===== config.mk =====
export PLATFORM = sky130hd
export DESIGN_NAME = arith_flag_alu
export DESIGN_NICKNAME = d
export VERILOG_FILES = /design/src/rtl/alu_flag_pkg.sv /design/src/rtl/afa_subb.sv /design/src/rtl/afa_parity.sv /design/src/rtl/afa_ror.sv /design/src/rtl/arith_flag_alu.sv
export SDC_FILE = /design/constraint.sdc
export NUM_CORES = 1
export LEC_CHECK = 0
export BUFFER_PORTS_ARGS = -buffer_cell sky130_fd_sc_hd__buf_2
export CELL_PAD_IN_SITES_DETAIL_PLACEMENT = 2
export CELL_PAD_IN_SITES_GLOBAL_PLACEMENT = 2
export CORE_MARGIN = 1
export CORE_UTILIZATION = 27
export DETAILED_ROUTE_END_ITERATION = 16
export PLACE_DENSITY = 0.81
export SLEW_MARGIN = 40
export SYNTH_ARGS = -nofsm -noshare
export SYNTH_HDL_FRONTEND = slang
export SYNTH_SLANG_ARGS = --single-unit

===== constraint.sdc =====
create_clock -name vclk -period 3.3
set_input_delay 0.165 -clock vclk [all_inputs]
set_output_delay 0.165 -clock vclk [all_outputs]
set_load 0.01 [all_outputs]

===== src/rtl/alu_flag_pkg.sv =====
package alu_flag_pkg;
  typedef enum logic [1:0] {
    OP_SUBB = 2'd0,
    OP_XOR  = 2'd1,
    OP_ROR  = 2'd2,
    OP_PASS = 2'd3
  } alu_op_e;

  localparam int FLAG_W = 8;
  localparam int CY_POS = 7;
  localparam int OV_POS = 2;
  localparam int P_POS  = 0;
endpackage


===== src/rtl/afa_subb.sv =====
module afa_subb #(
  parameter int W = 8
) (
  input  logic [W-1:0] a_i,
  input  logic [W-1:0] b_i,
  input  logic         cy_i,
  output logic [W-1:0] res_o,
  output logic         borrow_o,
  output logic         ov_o
);
  logic [W:0] diff;

  // extra bit catches the borrow: a < b + cy
  assign diff     = {1'b0, a_i} - {1'b0, b_i} - {{W{1'b0}}, cy_i};
  assign res_o    = diff[W-1:0];
  assign borrow_o = diff[W];
  assign ov_o     = (a_i[W-1] ^ b_i[W-1]) & (a_i[W-1] ^ diff[W-1]);
endmodule


===== src/rtl/afa_parity.sv =====
module afa_parity #(
  parameter int W = 8
) (
  input  logic [W-1:0] d_i,
  output logic         par_o
);
  logic [W:0] chain;

  assign chain[0] = 1'b0;
  for (genvar i = 0; i < W; i++) begin : g_xor
    assign chain[i+1] = chain[i] ^ d_i[i];
  end
  assign par_o = chain[W];
endmodule


===== src/rtl/afa_ror.sv =====
module afa_ror #(
  parameter int W = 8
) (
  input  logic [W-1:0] d_i,
  output logic [W-1:0] q_o
);
  for (genvar i = 0; i < W; i++) begin : g_rot
    assign q_o[i] = d_i[(i + 1) % W];
  end
endmodule


===== src/rtl/arith_flag_alu.sv =====
module arith_flag_alu
  import alu_flag_pkg::*;
#(
  parameter int W = 8
) (
  input  logic [W-1:0]      acc_i,
  input  logic [W-1:0]      opnd_i,
  input  logic              cy_i,
  input  logic [1:0]        op_i,
  output logic [W-1:0]      res_o,
  output logic [FLAG_W-1:0] flag_val_o,
  output logic [FLAG_W-1:0] flag_we_o
);
  alu_op_e     op;
  logic [W-1:0] sub_res, ror_res;
  logic         sub_borrow, sub_ov, par;

  assign op = alu_op_e'(op_i);

  afa_subb #(.W(W)) u_subb (
    .a_i      (acc_i),
    .b_i      (opnd_i),
    .cy_i     (cy_i),
    .res_o    (sub_res),
    .borrow_o (sub_borrow),
    .ov_o     (sub_ov)
  );

  afa_ror #(.W(W)) u_ror (
    .d_i (acc_i),
    .q_o (ror_res)
  );

  afa_parity #(.W(W)) u_par (
    .d_i   (res_o),
    .par_o (par)
  );

  always_comb begin
    flag_val_o = '0;
    flag_we_o  = '0;
    unique case (op)
      OP_SUBB: begin
        res_o              = sub_res;
        flag_we_o[CY_POS]  = 1'b1;
        flag_we_o[OV_POS]  = 1'b1;
        flag_we_o[P_POS]   = 1'b1;
        flag_val_o[CY_POS] = sub_borrow;
        flag_val_o[OV_POS] = sub_ov;
        flag_val_o[P_POS]  = par;
      end
      OP_XOR: begin
        res_o             = acc_i ^ opnd_i;
        flag_we_o[CY_POS] = 1'b1;
        flag_we_o[P_POS]  = 1'b1;
        flag_val_o[P_POS] = par;
      end
      OP_ROR:  res_o = ror_res;
      default: res_o = acc_i;
    endcase
  end
endmodule


* Word level (Yosys, flattened, before mapping)
Cells that the tools add are included. Widths: inputs -> output; s select.
Word-level totals: register bits after elaboration 0, input port bits 19, output and inout port bits 24, logic and storage cells 23
Operators by class: $add $sub $neg 2, equal/unequal tests 2, mux-type cells 6, bitwise logic cells 11, reductions and logical operators 2
Operators by type and width (count):
- $pmux 8 s3 | 1
- $sub 8x8->9 | 1
- $sub 9x1->9 | 1
- $xor 1x1->1 | 9
- $xor 8x8->8 | 1
- $mux 1 | 5
- $eq 2x1->1 const B | 1
- $eq 2x2->1 const B | 1
- $logic_not 2->1 | 1
- $reduce_or 2->1 | 1
- $and 1x1->1 | 1

* Longest topological paths before layout
Gate-level depths: netlist (run 1).
depth in word-level cells 11, gate-level depth with buffers 11, depth with buffers taken out 11

* Cells and area by module
Synthesis (run 1) repeated with hierarchy kept, for this count alone.
Unflattened totals: cell total of the unflattened synthesis 165, area, all modules 1173.6 µm²
Modules (own cells, without submodules):
- afa_subb | instances 1, cells each 80, area each 591.8 µm², seq. area each 0.0 µm²
- arith_flag_alu | instances 1, cells each 70, area each 460.4 µm², seq. area each 0.0 µm²
- afa_parity | instances 1, cells each 7, area each 61.3 µm², seq. area each 0.0 µm²
- afa_ror | instances 1, cells each 8, area each 60.1 µm², seq. area each 0.0 µm²

* Least setup slack after synthesis (run 1)
No wires, ideal clock.
kind input port to output port, from input opnd_i[0], to output flag_val_o[0], arrival 2.782 ns, required time 3.135 ns, setup slack 0.353 ns, stages 10, buffers on the path 0, cells stage by stage inv_1 -> fa_1 -> fa_1 -> nand2b_1 -> a21oi_2 -> xnor2_1 -> mux4_2 -> xnor3_2 -> xnor3_1 -> nor2_1
Between the ends: elaborated cells on any way between the ends 12, those cells by class 2 x add/sub; 2 x mux; 8 x bitwise
RTL lines:
- start: declaration | RTL line arith_flag_alu.sv:7 | input logic [W-1:0] opnd_i,
- $sub 8x8->9 | RTL line afa_subb.sv:14 | assign diff = {1'b0, a_i} - {1'b0, b_i} - {{W{1'b0}}, cy_i};
- $sub 9x1->9 | RTL line afa_subb.sv:14
- $pmux 8 s3 | RTL line arith_flag_alu.sv:42 | unique case (op)
- via res_o[4] | RTL line arith_flag_alu.sv:10 | output logic [W-1:0] res_o,
- $xor 1x1->1 (4 in a row) | RTL line afa_parity.sv:11 | assign chain[i+1] = chain[i] ^ d_i[i];
- $mux 1 | RTL line arith_flag_alu.sv:42
- end: declaration | RTL line arith_flag_alu.sv:11 | output logic [FLAG_W-1:0] flag_val_o,
The timed path passes the listed nets, and every way through them passes these cells.

* Final worst setup path (run 1)
from input acc_i[0], to output flag_val_o[0]
Between the ends: cells in the longest elaborated chain, start to end 11, elaborated cells on any way between the ends 12, those cells by class 2 x add/sub; 2 x mux; 8 x bitwise
Ends and longest elaborated chain:
- start: declaration | RTL line arith_flag_alu.sv:6 | input logic [W-1:0] acc_i,
- $sub 8x8->9 | RTL line afa_subb.sv:14
- $sub 9x1->9 | RTL line afa_subb.sv:14
- $pmux 8 s3 (*) | RTL line arith_flag_alu.sv:42
- $xor 1x1->1 (6 in a row) | RTL line afa_parity.sv:11
- $xor 1x1->1 (*) | RTL line afa_parity.sv:11
- $mux 1 (*) | RTL line arith_flag_alu.sv:42
Every way passes the cells marked *; elsewhere a longest branch is shown, timed or not.

==> impl_metrics.env, run 1 <==
export IMPL_status="finished, final reports clean"
export IMPL_synth_most_common_cell="inv_1"
export IMPL_fmax_mhz=314
export IMPL_ant_nets=0
export IMPL_grt_pass1_wl_mm=4.42
export IMPL_synth_warnings=0
export IMPL_diodes=0
export IMPL_fin_area_um2=1100
export IMPL_drt_pass1_iterations=2
export IMPL_critPathBufInv=3
export IMPL_rsz0062_at_grt="no"
export IMPL_fin_nets=178
export IMPL_p_per_area_nw_per_um2=283
export IMPL_synth_top_cell_area_share_pct=18.9
export IMPL_cpMaxStageDelayCell="fa_1"
export IMPL_fill_cells=400
export IMPL_power_mw=0.312
export IMPL_grt_overflow_total=0
export IMPL_drc=0
export IMPL_layout_area_overhead_vs_synth_pct=19.2
export IMPL_gp_congestion=0.741
export IMPL_drtIter0Drc=6
export IMPL_syn_inst=112
export IMPL_synth_area_leaders="ha_1, mux4_2, buf_4"
export IMPL_synth_cell_types=36
export IMPL_die_w_um=60.5
export IMPL_wl_per_cell_um=14.7
export IMPL_seq_cells=0
export IMPL_ir_worst_vdd_mv=0.0863
export IMPL_start_util_pct=29.3
export IMPL_yosysTopAreaCell="ha_1"
export IMPL_arrival_ps=3020
export IMPL_path_class="in -> out"
export IMPL_fp_row_count=20
export IMPL_drv_cap=0
export IMPL_clkbuf_count=0
export IMPL_io_pins=43
export IMPL_drive_gt1_share_pct=30.5
export IMPL_place_hpwl_mm=2.46
export IMPL_critPathTopFamily="XOR/XNOR gates"
export IMPL_fin_crit_ps=3180
export IMPL_yosysSeqAreaShare_pct=0
export IMPL_viasPerCell=4.67
export IMPL_yosys_top_cells_count="inv_1, ha_1, buf_4"
export IMPL_first_global_vias=950
export IMPL_min_path_type="in -> out"
export IMPL_critPathCaptureType="output pin"
export IMPL_antenna_found_initial=0
export IMPL_io_buffer_count=33
export IMPL_route_vias_total=864
export IMPL_core_um2=3150
export IMPL_crit_chain="buf_2 -> fa_1 -> inv_1 -> ha_1 -> o21ai_0 -> nand2_1 -> xor2_1 -> mux4_2 -> xnor3_2 -> xnor3_1 -> nor2_1 -> buf_2"
export IMPL_setup_viol=0
export IMPL_die_h_um=60.5
export IMPL_post_cts_repair_setup_buffers=0
export IMPL_synth_area_um2=925
export IMPL_worst_setup_path_start_kind="input port"
export IMPL_tns_ps=0
export IMPL_pre_cts_slack_ps=33.1
export IMPL_placed_area_um2=1090
export IMPL_fin_crit_sh_pct=96.5
export IMPL_track_usage_pct=16.0
export IMPL_seqCellArea_um2=0
export IMPL_crit_top_cell="buf_2"
export IMPL_syn_avg_cell_area_um2=8.26
export IMPL_die_area_um2=3660
export IMPL_slew_viol_final=0
export IMPL_grt_max_degree=14
export IMPL_critPathRequiredTime_ps=3130
export IMPL_multi_input_area_um2=796
export IMPL_wl_mm=2.73
export IMPL_finalHoldViolations=0
export IMPL_critical_path_max_fanout=3
export IMPL_final_util_pct=35.0
export IMPL_p_leak_nw=0.605
export IMPL_critPathMaxStageDelay_ps=590
export IMPL_finalWorstSetupSlack_ps=116
-- layout make-up --
type | instances | area share (%)
Multi-Input combinational cell | 85 | 72.2
Timing Repair Buffer | 33 | 15.0
Inverter | 23 | 7.83
Tap cell | 44 | 4.99
-- metal layers --
layer	part of all wire (%)	up-vias	GRT usage, %	wire [um]
met5	0	-	0	0
met4	0.62	0	0.974	17
met3	2.5	2	0.213	69
met2	55	22	31.2	1490
met1	42	422	20.6	1150
li1	-	418	-	-
-- cells in the final DEF (no fill, tap or decap), drive strengths merged, types with 2 or more instances in the layout --
master   count
nor2b        4
nor2         3
conb        10
inv         23
o21ai        5
a21oi        6
xnor2        8
and2b        2
ha          14
mux4         4
fa           2
xnor3        2
buf         33
o2111ai      2
mux2i        5
nand2        3
-- report_power, final --
group	switching (mW)	internal [mW]	total (mW)
logic	0.155	0.157	0.312
registers	0	0	0
clock network	0	0	0
total	0.155	0.157	0.312
-- timing repair --
action                                  4_1_cts  5_1_grt
hold buffers                                  0        0
resized for setup                             0        3
endpoints found under the setup margin        0        1
-- per-stage QoR --
stage	cells	hold WS, ps
2_1_floorplan	121	484
3_5_place_dp	185	730
6_report	185	730
5_1_grt	185	753
3_3_place_gp	185	704
4_1_cts	185	732
-- path summary, 6_finish.rpt --
check	end	slack, ps	cells past startpoint	from
min	flag_val_o[2]	730	4	opnd_i[7]
max	flag_val_o[0]	120	12	acc_i[0]
-- kinds of logic after synthesis --
group | count (synthesis) | share of synthesized area, %
buffers and inverters | 36 | 19.4
AOI/OAI and AO/OA | 19 | 14.1
and+or+nand+nor | 19 | 11.6
adders and majority gates | 16 | 23.3
xor gates and xnor gates | 12 | 16.1
muxes | 9 | 15.2
other | 1 | 0.406
No activity file was read; power rests on OpenSTA's default activity.
==> run 2: changes to the inputs <==
CELL_PAD_IN_SITES_DETAIL_PLACEMENT = 0   (was 2)
REMOVE_ABC_BUFFERS = 1   (was unset)
==> impl_metrics.env, run 2 (synthesis results as in run 1) <==
export IMPL_seq_cells=0
export IMPL_drtIter0Drc=7
export IMPL_mostFrequentLayoutCells="buf_2, inv_1, ha_1"
export IMPL_critical_path_max_fanout=4
export IMPL_fin_crit_ps=3120
export IMPL_finalHoldViolations=0
export IMPL_route_vias_total=800
export IMPL_die_area_um2=3660
export IMPL_seqCellArea_um2=0
export IMPL_fill_cells=363
export IMPL_fin_crit_sh_pct=94.5
export IMPL_hold_slack_ps=718
export IMPL_clkbuf_count=0
export IMPL_p_leak_nw=0.599
export IMPL_die_h_um=60.5
export IMPL_fin_nets=178
export IMPL_ant_nets=0
export IMPL_post_cts_repair_setup_buffers=0
export IMPL_io_pins=43
export IMPL_drv_cap=0
export IMPL_grt_overflow_total=0
export IMPL_holdBufCountCts=0
export IMPL_grt_pass1_wl_mm=3.18
export IMPL_worstHoldPathCells=4
export IMPL_drt_pass1_iterations=4
export IMPL_min_path_type="in -> out"
export IMPL_tns_ps=0
export IMPL_drc=0
export IMPL_critPathCaptureType="output pin"
export IMPL_worst_setup_path_start_kind="input port"
export IMPL_track_usage_pct=11.3
export IMPL_setup_viol=0
export IMPL_layout_area_overhead_vs_synth_pct=17.7
export IMPL_ir_worst_vdd_mv=0.0717
export IMPL_p_per_area_nw_per_um2=266
export IMPL_arrival_ps=2950
export IMPL_diodes=0
export IMPL_core_um2=3150
export IMPL_place_hpwl_mm=1.73
export IMPL_placed_area_um2=1090
export IMPL_finalWorstSetupSlack_ps=181
export IMPL_antenna_found_initial=0
export IMPL_status="finished, final reports clean"
export IMPL_power_mw=0.289
export IMPL_startpoint="acc_i[0]"
export IMPL_grt_max_degree=14
export IMPL_rsz0062_at_grt="no"
export IMPL_fp_row_count=20
export IMPL_critPathRequiredTime_ps=3130
export IMPL_wl_mm=2.03
export IMPL_worstHoldStart="opnd_i[7]"
export IMPL_fmax_mhz=321
export IMPL_drive_gt1_share_pct=29.1
export IMPL_start_util_pct=29.3
export IMPL_pre_cts_slack_ps=134
export IMPL_slew_viol_final=0
export IMPL_io_buffer_count=33
export IMPL_path_class="in -> out"
export IMPL_die_w_um=60.5
export IMPL_cts_resized=0
export IMPL_gp_congestion=0.789
export IMPL_first_global_vias=715
export IMPL_fin_area_um2=1090
export IMPL_viasPerCell=4.32
export IMPL_layout_commonest_cell="buf_2"
export IMPL_wl_per_cell_um=10.9
## run 2: cell types whose count changed in the layout (fill, tap and decap cells not counted)
cell,delta
o2111ai_1,+1
o2111ai_2,-1
xnor2_1,+1
xnor2_2,-1
## run 2: cell type report
| type | instances | area (um^2) | area share, % |
|---|---|---|---|
| Inverter | 23 | 86.3 | 7.93 |
| Multi-Input combinational cell | 85 | 782 | 71.8 |
| Tap cell | 44 | 55.1 | 5.06 |
| Timing Repair Buffer | 33 | 165 | 15.2 |
## run 2: metal layers
| layer | share of wire (%) | track usage, % |
|---|---|---|
| met1 | 50 | 16.6 |
| met5 | 0 | 0 |
| met4 | 0 | 0 |
| met3 | 5.4 | 0.426 |
| met2 | 45 | 19.5 |
## run 2: critical path, cell delays in order
cell      delay, ps
buf_2           130
fa_1            460
fa_2            380
nand2b_1        170
a21oi_2         140
xnor2_1          70
mux4_2          460
xnor3_2         410
xnor3_1         350
nor2_1           80
buf_2           130
## run 2: path summary, 6_finish.rpt
check                            to  slack, ps
worst max-delay path  flag_val_o[0]        180
worst min-delay path  flag_val_o[2]        720
## run 2: power by group
group	switching, mW	leakage (nW)	internal (mW)
registers	0	0	0
clock network	0	0	0
logic	0.138	0.599	0.152
total	0.138	0.599	0.152
## run 2: metrics by stage
| stage | cells | utilization, % |
|---|---|---|
| 4_1_cts | 185 | 34.4 |
| 3_3_place_gp | 185 | 34.4 |
| 3_5_place_dp | 185 | 34.4 |
| 2_1_floorplan | 108 | - |
| 6_report | 185 | 34.5 |
| 5_1_grt | 185 | 34.5 |
